File: config.mk
export PLATFORM = sky130hd
export DESIGN_NAME = dbg_bus_master
export DESIGN_NICKNAME = d
export VERILOG_FILES = /design/src/rtl/dbgm_pkg.sv /design/src/rtl/dbgm_rst_sync.sv /design/src/rtl/dbgm_wdog.sv /design/src/rtl/dbgm_pulse.sv /design/src/rtl/dbgm_ctrl.sv /design/src/rtl/dbg_bus_master.sv
export SDC_FILE = /design/constraint.sdc
export NUM_CORES = 1
export LEC_CHECK = 0
export ABC_AREA = 1
export BUFFER_PORTS_ARGS = -buffer_cell sky130_fd_sc_hd__buf_2
export CELL_PAD_IN_SITES_DETAIL_PLACEMENT = 0
export CELL_PAD_IN_SITES_GLOBAL_PLACEMENT = 2
export CORE_ASPECT_RATIO = 0.6
export CORE_UTILIZATION = 30
export CTS_CLUSTER_DIAMETER = 50
export DETAILED_ROUTE_END_ITERATION = 10
export PLACE_DENSITY = 0.82
export SETUP_SLACK_MARGIN = 0.02
export SYNTH_ARGS = -nofsm -noshare
export SYNTH_HDL_FRONTEND = slang
export SYNTH_SLANG_ARGS = --single-unit
File: constraint.sdc
create_clock -name clk -period 3.9 [get_ports clk]
set_clock_uncertainty 0.1 [all_clocks]
set_input_delay 0.78 -clock clk [delete_from_list [all_inputs] [get_ports clk]]
set_output_delay 0.78 -clock clk [all_outputs]
set_load 0.03 [all_outputs]
File: src/rtl/dbgm_pkg.sv
package dbgm_pkg;
  typedef enum logic [2:0] {
    ST_IDLE,
    ST_REQ,
    ST_CYC,
    ST_PULSE,
    ST_RESP
  } dbgm_state_e;

  localparam logic [1:0] RS_OK      = 2'd0;
  localparam logic [1:0] RS_TIMEOUT = 2'd1;
  localparam logic [1:0] RS_BUSERR  = 2'd2;
endpackage

File: src/rtl/dbgm_rst_sync.sv
module dbgm_rst_sync (
  input  logic clk,
  input  logic rst_n,
  output logic rst_n_s
);
  logic [1:0] sync_q;

  always_ff @(posedge clk or negedge rst_n) begin
    if (!rst_n) sync_q <= 2'b00;
    else        sync_q <= {sync_q[0], 1'b1};
  end

  assign rst_n_s = sync_q[1];
endmodule

File: src/rtl/dbgm_wdog.sv
module dbgm_wdog #(
  parameter int LIMIT = 1024
) (
  input  logic clk,
  input  logic rst_n,
  input  logic run,
  output logic expired
);
  localparam int CW = (LIMIT < 2) ? 1 : $clog2(LIMIT);

  logic [CW-1:0] cnt_q, cnt_d;
  logic          cnt_en;

  assign expired = run && (cnt_q == CW'(LIMIT - 1));

  always_comb begin
    cnt_en = 1'b0;
    cnt_d  = cnt_q;
    if (!run) begin
      cnt_en = (cnt_q != '0);
      cnt_d  = '0;
    end else if (!expired) begin
      cnt_en = 1'b1;
      cnt_d  = cnt_q + CW'(1);
    end
  end

  always_ff @(posedge clk or negedge rst_n) begin
    if (!rst_n)      cnt_q <= '0;
    else if (cnt_en) cnt_q <= cnt_d;
  end


  wdog_bound_chk: assert property (@(posedge clk) disable iff (!rst_n)
    32'(cnt_q) < LIMIT);
endmodule

File: src/rtl/dbgm_pulse.sv
module dbgm_pulse #(
  parameter int CLKS = 4
) (
  input  logic clk,
  input  logic rst_n,
  input  logic start,
  output logic active,
  output logic done
);
  localparam int CW = (CLKS < 2) ? 1 : $clog2(CLKS);

  logic [CW-1:0] cnt_q, cnt_d;
  logic          act_q, act_d;

  assign active = act_q;
  assign done   = act_q && (cnt_q == CW'(CLKS - 1));

  always_comb begin
    cnt_d = cnt_q;
    act_d = act_q;
    if (start) begin
      act_d = 1'b1;
      cnt_d = '0;
    end else if (done) begin
      act_d = 1'b0;
      cnt_d = '0;
    end else if (act_q) begin
      cnt_d = cnt_q + CW'(1);
    end
  end

  always_ff @(posedge clk or negedge rst_n) begin
    if (!rst_n) begin
      cnt_q <= '0;
      act_q <= 1'b0;
    end else begin
      cnt_q <= cnt_d;
      act_q <= act_d;
    end
  end


  pulse_bound_chk: assert property (@(posedge clk) disable iff (!rst_n)
    32'(cnt_q) < CLKS);
endmodule

File: src/rtl/dbgm_ctrl.sv
module dbgm_ctrl
  import dbgm_pkg::*;
#(
  parameter int ADDR_W      = 16,
  parameter int DATA_W      = 32,
  parameter bit SOLE_MASTER = 1'b0,
  localparam int SEL_W      = (DATA_W + 7) / 8
) (
  input  logic              clk,
  input  logic              rst_n,
  input  logic              cmd_valid,
  output logic              cmd_ready,
  input  logic [1:0]        cmd_op,
  input  logic [ADDR_W-1:0] cmd_addr,
  input  logic [DATA_W-1:0] cmd_wdata,
  output logic              rsp_valid,
  input  logic              rsp_ready,
  output logic [1:0]        rsp_status,
  output logic [DATA_W-1:0] rsp_rdata,
  output logic              bus_req,
  input  logic              bus_gnt,
  output logic              cyc_o,
  output logic              stb_o,
  output logic              we_o,
  output logic [ADDR_W-1:0] adr_o,
  output logic [DATA_W-1:0] dat_o,
  output logic [SEL_W-1:0]  sel_o,
  input  logic [DATA_W-1:0] dat_i,
  input  logic              ack_i,
  input  logic              err_i,
  input  logic              wd_expired,
  output logic              pulse_start,
  input  logic              pulse_done
);
  dbgm_state_e       state_q, state_d;
  logic              we_q;
  logic [ADDR_W-1:0] adr_q;
  logic [DATA_W-1:0] wdat_q;
  logic [1:0]        st_q, st_d;
  logic [DATA_W-1:0] rdat_q, rdat_d;
  logic              accept, rsp_en;

  assign accept = cmd_valid && cmd_ready;

  always_comb begin
    state_d     = state_q;
    st_d        = st_q;
    rdat_d      = rdat_q;
    rsp_en      = 1'b0;
    pulse_start = 1'b0;
    cmd_ready   = (state_q == ST_IDLE);
    unique case (state_q)
      ST_IDLE: begin
        if (cmd_valid) begin
          if (cmd_op[1]) begin
            state_d     = ST_PULSE;
            pulse_start = 1'b1;
          end else if (SOLE_MASTER) begin
            state_d = ST_CYC;
          end else begin
            state_d = ST_REQ;
          end
        end
      end
      ST_REQ: begin
        if (bus_gnt) state_d = ST_CYC;
      end
      ST_CYC: begin
        if (err_i || ack_i || wd_expired) begin
          state_d = ST_RESP;
          rsp_en  = 1'b1;
          rdat_d  = '0;
          if (err_i) begin
            st_d = RS_BUSERR;
          end else if (ack_i) begin
            st_d = RS_OK;
            if (!we_q) rdat_d = dat_i;
          end else begin
            st_d = RS_TIMEOUT;
          end
        end
      end
      ST_PULSE: begin
        if (pulse_done) begin
          state_d = ST_RESP;
          rsp_en  = 1'b1;
          st_d    = RS_OK;
          rdat_d  = '0;
        end
      end
      ST_RESP: begin
        if (rsp_ready) state_d = ST_IDLE;
      end
      default: state_d = ST_IDLE;
    endcase
  end

  always_ff @(posedge clk or negedge rst_n) begin
    if (!rst_n) begin
      state_q <= ST_IDLE;
      we_q    <= 1'b0;
      adr_q   <= '0;
      wdat_q  <= '0;
      st_q    <= RS_OK;
      rdat_q  <= '0;
    end else begin
      state_q <= state_d;
      if (accept) begin
        we_q   <= cmd_op[0];
        adr_q  <= cmd_addr;
        wdat_q <= cmd_wdata;
      end
      if (rsp_en) begin
        st_q   <= st_d;
        rdat_q <= rdat_d;
      end
    end
  end

  assign bus_req    = !SOLE_MASTER && ((state_q == ST_REQ) || (state_q == ST_CYC));
  assign cyc_o      = (state_q == ST_CYC);
  assign stb_o      = cyc_o;
  assign we_o       = we_q;
  assign adr_o      = adr_q;
  assign dat_o      = wdat_q;
  assign sel_o      = '1;
  assign rsp_valid  = (state_q == ST_RESP);
  assign rsp_status = st_q;
  assign rsp_rdata  = rdat_q;

  generate
    if (!SOLE_MASTER) begin : g_shared

      gnt_before_cyc_chk: assert property (@(posedge clk) disable iff (!rst_n)
        $rose(cyc_o) |-> $past(bus_gnt));
    end else begin : g_sole

      no_req_sole_chk: assert property (@(posedge clk) disable iff (!rst_n)
        !bus_req);
    end
  endgenerate


  cyc_hold_chk: assert property (@(posedge clk) disable iff (!rst_n)
    (cyc_o && !ack_i && !err_i && !wd_expired) |=> (cyc_o && $stable(adr_o) && $stable(dat_o)));


  ack_ends_chk: assert property (@(posedge clk) disable iff (!rst_n)
    (cyc_o && ack_i) |=> (!cyc_o && rsp_valid));


  err_ends_chk: assert property (@(posedge clk) disable iff (!rst_n)
    (cyc_o && err_i) |=> (!cyc_o && rsp_status == RS_BUSERR));


  req_release_chk: assert property (@(posedge clk) disable iff (!rst_n)
    $fell(cyc_o) |-> !bus_req);


  rsp_hold_chk: assert property (@(posedge clk) disable iff (!rst_n)
    (rsp_valid && !rsp_ready) |=> (rsp_valid && $stable(rsp_status) && $stable(rsp_rdata)));
endmodule

File: src/rtl/dbg_bus_master.sv
module dbg_bus_master #(
  parameter int ADDR_W      = 16,
  parameter int DATA_W      = 32,
  parameter int WDOG_LIMIT  = 1024,
  parameter int RST_CLKS    = 16,
  parameter bit SOLE_MASTER = 1'b0,
  localparam int SEL_W      = (DATA_W + 7) / 8
) (
  input  logic              clk,
  input  logic              rst_n,
  input  logic              cmd_valid,
  output logic              cmd_ready,
  input  logic [1:0]        cmd_op,
  input  logic [ADDR_W-1:0] cmd_addr,
  input  logic [DATA_W-1:0] cmd_wdata,
  output logic              rsp_valid,
  input  logic              rsp_ready,
  output logic [1:0]        rsp_status,
  output logic [DATA_W-1:0] rsp_rdata,
  output logic              bus_req,
  input  logic              bus_gnt,
  output logic              cyc_o,
  output logic              stb_o,
  output logic              we_o,
  output logic [ADDR_W-1:0] adr_o,
  output logic [DATA_W-1:0] dat_o,
  output logic [SEL_W-1:0]  sel_o,
  input  logic [DATA_W-1:0] dat_i,
  input  logic              ack_i,
  input  logic              err_i,
  output logic              rst_o
);
  logic rst_n_s;
  logic wd_expired;
  logic pulse_start, pulse_done;

  dbgm_rst_sync u_rst_sync (
    .clk     (clk),
    .rst_n   (rst_n),
    .rst_n_s (rst_n_s)
  );

  dbgm_ctrl #(
    .ADDR_W      (ADDR_W),
    .DATA_W      (DATA_W),
    .SOLE_MASTER (SOLE_MASTER)
  ) u_ctrl (
    .clk         (clk),
    .rst_n       (rst_n_s),
    .cmd_valid   (cmd_valid),
    .cmd_ready   (cmd_ready),
    .cmd_op      (cmd_op),
    .cmd_addr    (cmd_addr),
    .cmd_wdata   (cmd_wdata),
    .rsp_valid   (rsp_valid),
    .rsp_ready   (rsp_ready),
    .rsp_status  (rsp_status),
    .rsp_rdata   (rsp_rdata),
    .bus_req     (bus_req),
    .bus_gnt     (bus_gnt),
    .cyc_o       (cyc_o),
    .stb_o       (stb_o),
    .we_o        (we_o),
    .adr_o       (adr_o),
    .dat_o       (dat_o),
    .sel_o       (sel_o),
    .dat_i       (dat_i),
    .ack_i       (ack_i),
    .err_i       (err_i),
    .wd_expired  (wd_expired),
    .pulse_start (pulse_start),
    .pulse_done  (pulse_done)
  );

  dbgm_wdog #(.LIMIT(WDOG_LIMIT)) u_wdog (
    .clk     (clk),
    .rst_n   (rst_n_s),
    .run     (cyc_o),
    .expired (wd_expired)
  );

  dbgm_pulse #(.CLKS(RST_CLKS)) u_pulse (
    .clk    (clk),
    .rst_n  (rst_n_s),
    .start  (pulse_start),
    .active (rst_o),
    .done   (pulse_done)
  );


  pulse_no_bus_chk: assert property (@(posedge clk) disable iff (!rst_n_s)
    rst_o |-> (!bus_req && !cyc_o));
endmodule

==> metrics, run 1 <==
worst r2r path cells=8; clock root cell=clkbuf_16; worst skew pair latency=340 ps; Max-Cap Viols=0; # clock sinks=103; syn avg cell area=11.1 sq um; critical path fanouts, max=34; post-layout min period=2590 ps; first-pass GRT wire length=18.4 mm; top cells by count, synth=nand2_1 (117), dfrtp_1 (103), mux2_4 (49); Startpoint Class=flop; overall routed net length=11.7 mm; cell area after synthesis=4720 sq um; final number of setup-violating endpoints=0; io pins=182; largest net degree at the start of global routing=52; gpl congestion=0.834; Remaining Overflow, GRT=0; CTS Buf Count=9; row cnt=35; Finished Layout Cells=805; Most common cell on crit path=nand2_1; Synth area leader=dfrtp_1; routed vias=3,646; YS warnings=0; Die H=99.2 um; Synth cell types=32; Port Buf Inserts=177; Final ANT Viol Nets=0; Fin Hold WS=110 ps; DR vias/cell=4.53; Gate Count Post-Synth=425; Max H-tree Level=3; CP max stage cell=dfrtp_1; area of the die=16,300 sq um; Post-CTS Resized=0; RSZ-0062 raised after global routing=false; Inst Count DP=788; CP endpoint kind=output pin; most frequent cell after synthesis=nand2_1; DPL Wire Length=8.38 mm; Worst R2R End=u_ctrl.rsp_rdata[25]; Post-synth top flop=dfrtp_1; ys async rst share=100%; Data required, critical path=3020 ps; worst-case clock buffer depth=2; leakage=3.34 nW; DRT Pass-1 Iters=4; post-synth top area share=54.6%; routed len/inst=14.6 um; CP peak stage delay=470 ps; worst min path class=in -> async; CTS tree=yes; FF-to-FF Start=u_wdog.cnt_q[0]; P per Cell Area=875 nW/um^2; peak supply drop=0.501 mV; Die X=164 um; outcome=finished, final reports clean; sequential share of the synthesized area=54.6%; R2R Setup Slk=1450 ps; WS Path Type=reg -> out; Worst Setup SP=u_ctrl.state_q[1]; Post-CTS Setup Bufs=0; Area contributors post-synth=dfrtp_1 (55%), mux2_4 (16%), nand2_1 (9.3%); clock slew seen by the registers of the worst setup and hold paths=70 ps; Fin Setup TNS=0 ps; WP data arrival=1710 ps; EDFF count, synth=0; final hold vios=0; fmax=0.386 GHz; max_slew headroom=37.7%; fin. max-slew vios=0; drt drc=0; critical path cell sequence=inv_2, nor2_4, buf_4, nand2_1, nand2_1, buf_2; core area=15,400 sq um; violation count after the first detailed-route iteration=379; share of cells above drive strength 1=43.9%; Initial Util=30.7%; total track usage=14.6%; crit share post-route=66.5%; Worst Max-Slew Pin Slew=935 ps; final-layout fill cell count=1,533; Seq cells post-synth=103; hold_buf cts=0; Critical Path Sink=bus_req; vias in the first global route=3,498; area delta synth->final=27.5%; Nets=688; initial antenna violation count=1
-- power breakdown --
part | internal, W | switching (W)
sequential | 0.00151 | 0.000298
clock | 0.000449 | 0.000431
combinational | 0.000948 | 0.00164
-- per-stage QoR --
step	utilization [%]	total power, W	worst slack, ps	instance area, sq um
floorplan	-	0.00375	718	4740
global placement	37.3	0.00440	1370	5730
detailed placement	37.3	0.00442	1390	5730
CTS	39.2	0.00532	1270	6020
global route	39.2	0.00559	1150	6020
finish	39.2	0.00527	1310	6020
-- logic make-up (layout without fill, tap and decap cells) --
| kind of cell | after synthesis | in the layout | share of synthesized area (%) |
|---|---|---|---|
| multiplexers | 49 | 49 | 15.6 |
| buffers and inverters | 48 | 220 | 5.77 |
| AND/OR/NAND/NOR | 202 | 202 | 20.7 |
| flip-flops | 103 | 103 | 54.6 |
| AO/OA/AOI/OAI | 16 | 16 | 1.91 |
| XOR/XNOR | 3 | 3 | 0.556 |
| other | 1 | 6 | 0.0794 |
| adder cells (fa/ha/maj) | 3 | 3 | 0.795 |
-- cell type report --
type                    count  area, sq um  share of cell area, %
clock buffers               9          225                   3.74
clock inverters             7         62.6                   1.04
well taps                 203          254                   4.22
repair buffers            181          916                   15.2
flip-flops and latches    103         2580                   42.9
inverters                  23         86.3                   1.43
multi-input cells         278         1890                   31.4
diodes                      1         2.50                 0.0416
-- flip-flops by register name, indices dropped and copies added (netlist names), 2 cells and up --
register and cells:
u_ctrl.adr_o 16, u_ctrl.dat_o 32, u_ctrl.rsp_rdata 32, u_ctrl.rsp_status 2, u_ctrl.state_q 3, u_pulse.cnt_q 4
u_rst_sync.sync_q 2, u_wdog.cnt_q 10
-- routing by layer --
| metal | global-route usage (%) | wire (um) | up-vias |
|---|---|---|---|
| li1 | - | - | 1760 |
| met4 | 3.99 | 113 | 0 |
| met3 | 4.59 | 1030 | 13 |
| met5 | 0 | 0 | - |
| met2 | 20.3 | 4820 | 153 |
| met1 | 21.5 | 5760 | 1720 |
-- cell usage in the layout (no fill, tap or decap), types with 5 or more instances in the layout --
cell type	n
nand2_1	117
o21ai_0	8
nor2_1	11
inv_1	20
conb_1	5
dfrtp_1	102
clkbuf_16	9
nand3_1	18
nand4_1	39
buf_2	177
mux2_4	49
-- critical path: cells and delay by family, from the launching register on --
family | cells | cell delay, ps
buffers and inverters | 3 | 610
DFF | 1 | 470
and+or+nand+nor | 3 | 290
-- worst min-delay path by stage --
stage,start,to,depth (start not counted)
2_1_floorplan,u_rst_sync.sync_q[0],u_rst_sync.sync_q[1],0
3_3_place_gp,u_rst_sync.sync_q[1],u_ctrl.adr_o[8],0
3_5_place_dp,u_rst_sync.sync_q[1],u_ctrl.adr_o[8],0
4_1_cts,rst_n,u_rst_sync.sync_q[1],1
5_1_grt,rst_n,u_rst_sync.sync_q[1],1
6_report,rst_n,u_rst_sync.sync_q[1],1
Power figures use the tool's default switching activity.
==> run 2, diff against run 1 <==
==> constraint.sdc (replaced) <==
create_clock -name clk -period 2.45 [get_ports clk]
set_clock_uncertainty 0.1 [all_clocks]
set_input_delay 0.49 -clock clk [delete_from_list [all_inputs] [get_ports clk]]
set_output_delay 0.49 -clock clk [all_outputs]
set_load 0.03 [all_outputs]
==> run 2 against run 1 <==
Against the previous run: clock power increased by 71%; via count decreased by 0.44%; sequential power increased by 61%; flip-flop and latch count stayed put; hold slack gained 130 ps; core utilization rose by 0.59 points; critical path type unchanged; critical endpoint is now stb_o; largest cell class unchanged.
==> metrics, run 2 (synthesized netlist as in run 1, its figures left out) <==
outcome=finished, final reports clean; Post-CTS Setup Bufs=0; Remaining Overflow, GRT=0; area of the multi-input gates=1890 sq um; overall routed net length=12.0 mm; first-pass GRT wire length=19.2 mm; routed vias=3,630; largest net degree at the start of global routing=51; Worst Max-Slew Pin Slew=568 ps; CTS tree=yes; Nets=693; total track usage=15.2%; CTS Buf Count=9; final-layout fill cell count=1,543; RSZ-0062 raised after global routing=false; fmax=0.460 GHz; Initial Util=30.7%; Fin Setup TNS=0 ps; clock slew seen by the registers of the worst setup and hold paths=70 ps; Die H=99.2 um; final hold vios=0; Post-CTS Resized=0; violation count after the first detailed-route iteration=251; worst-case clock buffer depth=2; Fin Hold WS=240 ps; initial antenna violation count=1; most common cell after layout, fill and taps aside=buf_2; most frequent cells in the layout=buf_2 (177), nand2_1 (117), dfrtp_1 (102), mux2_4 (49), nand4_1 (39); DRT Pass-1 Iters=4; Port Buf Inserts=177; CP endpoint kind=output pin; total chip power=0.00851 W; Max-Cap Viols=0; WS Path Type=reg -> out; fin. max-slew vios=0; drt drc=0; row cnt=35; area of the die=16,300 sq um; setup ws final=276 ps; Max H-tree Level=3; core area=15,400 sq um; leakage=3.38 nW; Final ANT Viol Nets=0; WP data arrival=1580 ps; Die X=164 um; clock root cell=clkbuf_16; Startpoint Class=flop; routed len/inst=14.8 um; critical path fanouts, max=12; max_slew headroom=62.1%; final number of setup-violating endpoints=0; worst skew pair latency=340 ps; # clock sinks=103; P per Cell Area=1390 nW/um^2; area delta synth->final=29.4%; DR vias/cell=4.48; crit share post-route=88.7%; hold_buf cts=1; Register Area=2580 sq um; post-layout min period=2170 ps; vias in the first global route=3,685; Data required, critical path=1860 ps; peak supply drop=0.724 mV; worst min path class=reg -> async; share of cells above drive strength 1=44.2%; Setup WS pre-CTS=391 ps; DPL Wire Length=8.86 mm; io pins=182; gpl congestion=0.799
[run 2: cell count changes in the layout (fill, tap and decap cells not counted)]
cell           previous run  this run
bufinv_16                 0         1
buf_12                    0         2
buf_4                     4         6
clkinvlp_4                0         1
dlygate4sd3_1             0         1
inv_8                     2         3
inv_6                     2         0
clkinv_2                  1         0
[run 2: critical path, cell delays in order (launching register included)]
cell and delay (ps):
dfrtp_1 480, inv_2 100, nand2_2 70, nor2_4 300, buf_2 290
[run 2: final timing paths]
path / slack, ps / startpoint / cells past startpoint / end
max: 280 / u_ctrl.state_q[2] / 4 / stb_o
min: 240 / u_rst_sync.sync_q[1] / 0 / u_ctrl.dat_o[23]
max reg2reg: 380 / u_wdog.cnt_q[0] / 8 / u_ctrl.rsp_rdata[5]
min reg2reg: 240 / u_rst_sync.sync_q[1] / 0 / u_ctrl.dat_o[23]
max in group asynchronous: 1380 / u_rst_sync.sync_q[1] / 1 / u_ctrl.dat_o[13]
min in group clk: 250 / u_rst_sync.sync_q[0] / 0 / u_rst_sync.sync_q[1]
[run 2: metal layers]
layer  vias to the layer above  share of wire, %  GRT usage, %
li1                       1769                 -             -
met1                      1715                48          21.3
met5                         -              0.14             0
met3                         7               8.7          5.00
met4                         2              0.42          2.78
met2                       137                42          23.2
[run 2: where the power goes]
group	internal, W	switching (W)	leakage [nW]
sequential	0.00240	0.000493	1.30
clock	0.000819	0.000684	0.152
combinational	0.00152	0.00260	1.93
[run 2: metrics by stage]
step,instance area [sq um],utilization (%),std cells
final,6110,39.8,810
after global routing,6110,39.7,809
after CTS,6110,39.7,809
after detailed placement,5790,37.6,792
after global placement,5790,37.6,792
after floorplan,4740,-,429
[run 2: layout make-up]
cell class                      instances  area share (%)
Tap cell                              203            4.16
Inverter                               23            1.41
Antenna cell                            1          0.0409
Clock buffer                            9            3.68
Multi-Input combinational cell        278            31.0
Clock inverter                          7            1.45
Timing Repair Buffer                  186            16.0
Sequential cell                       103            42.2
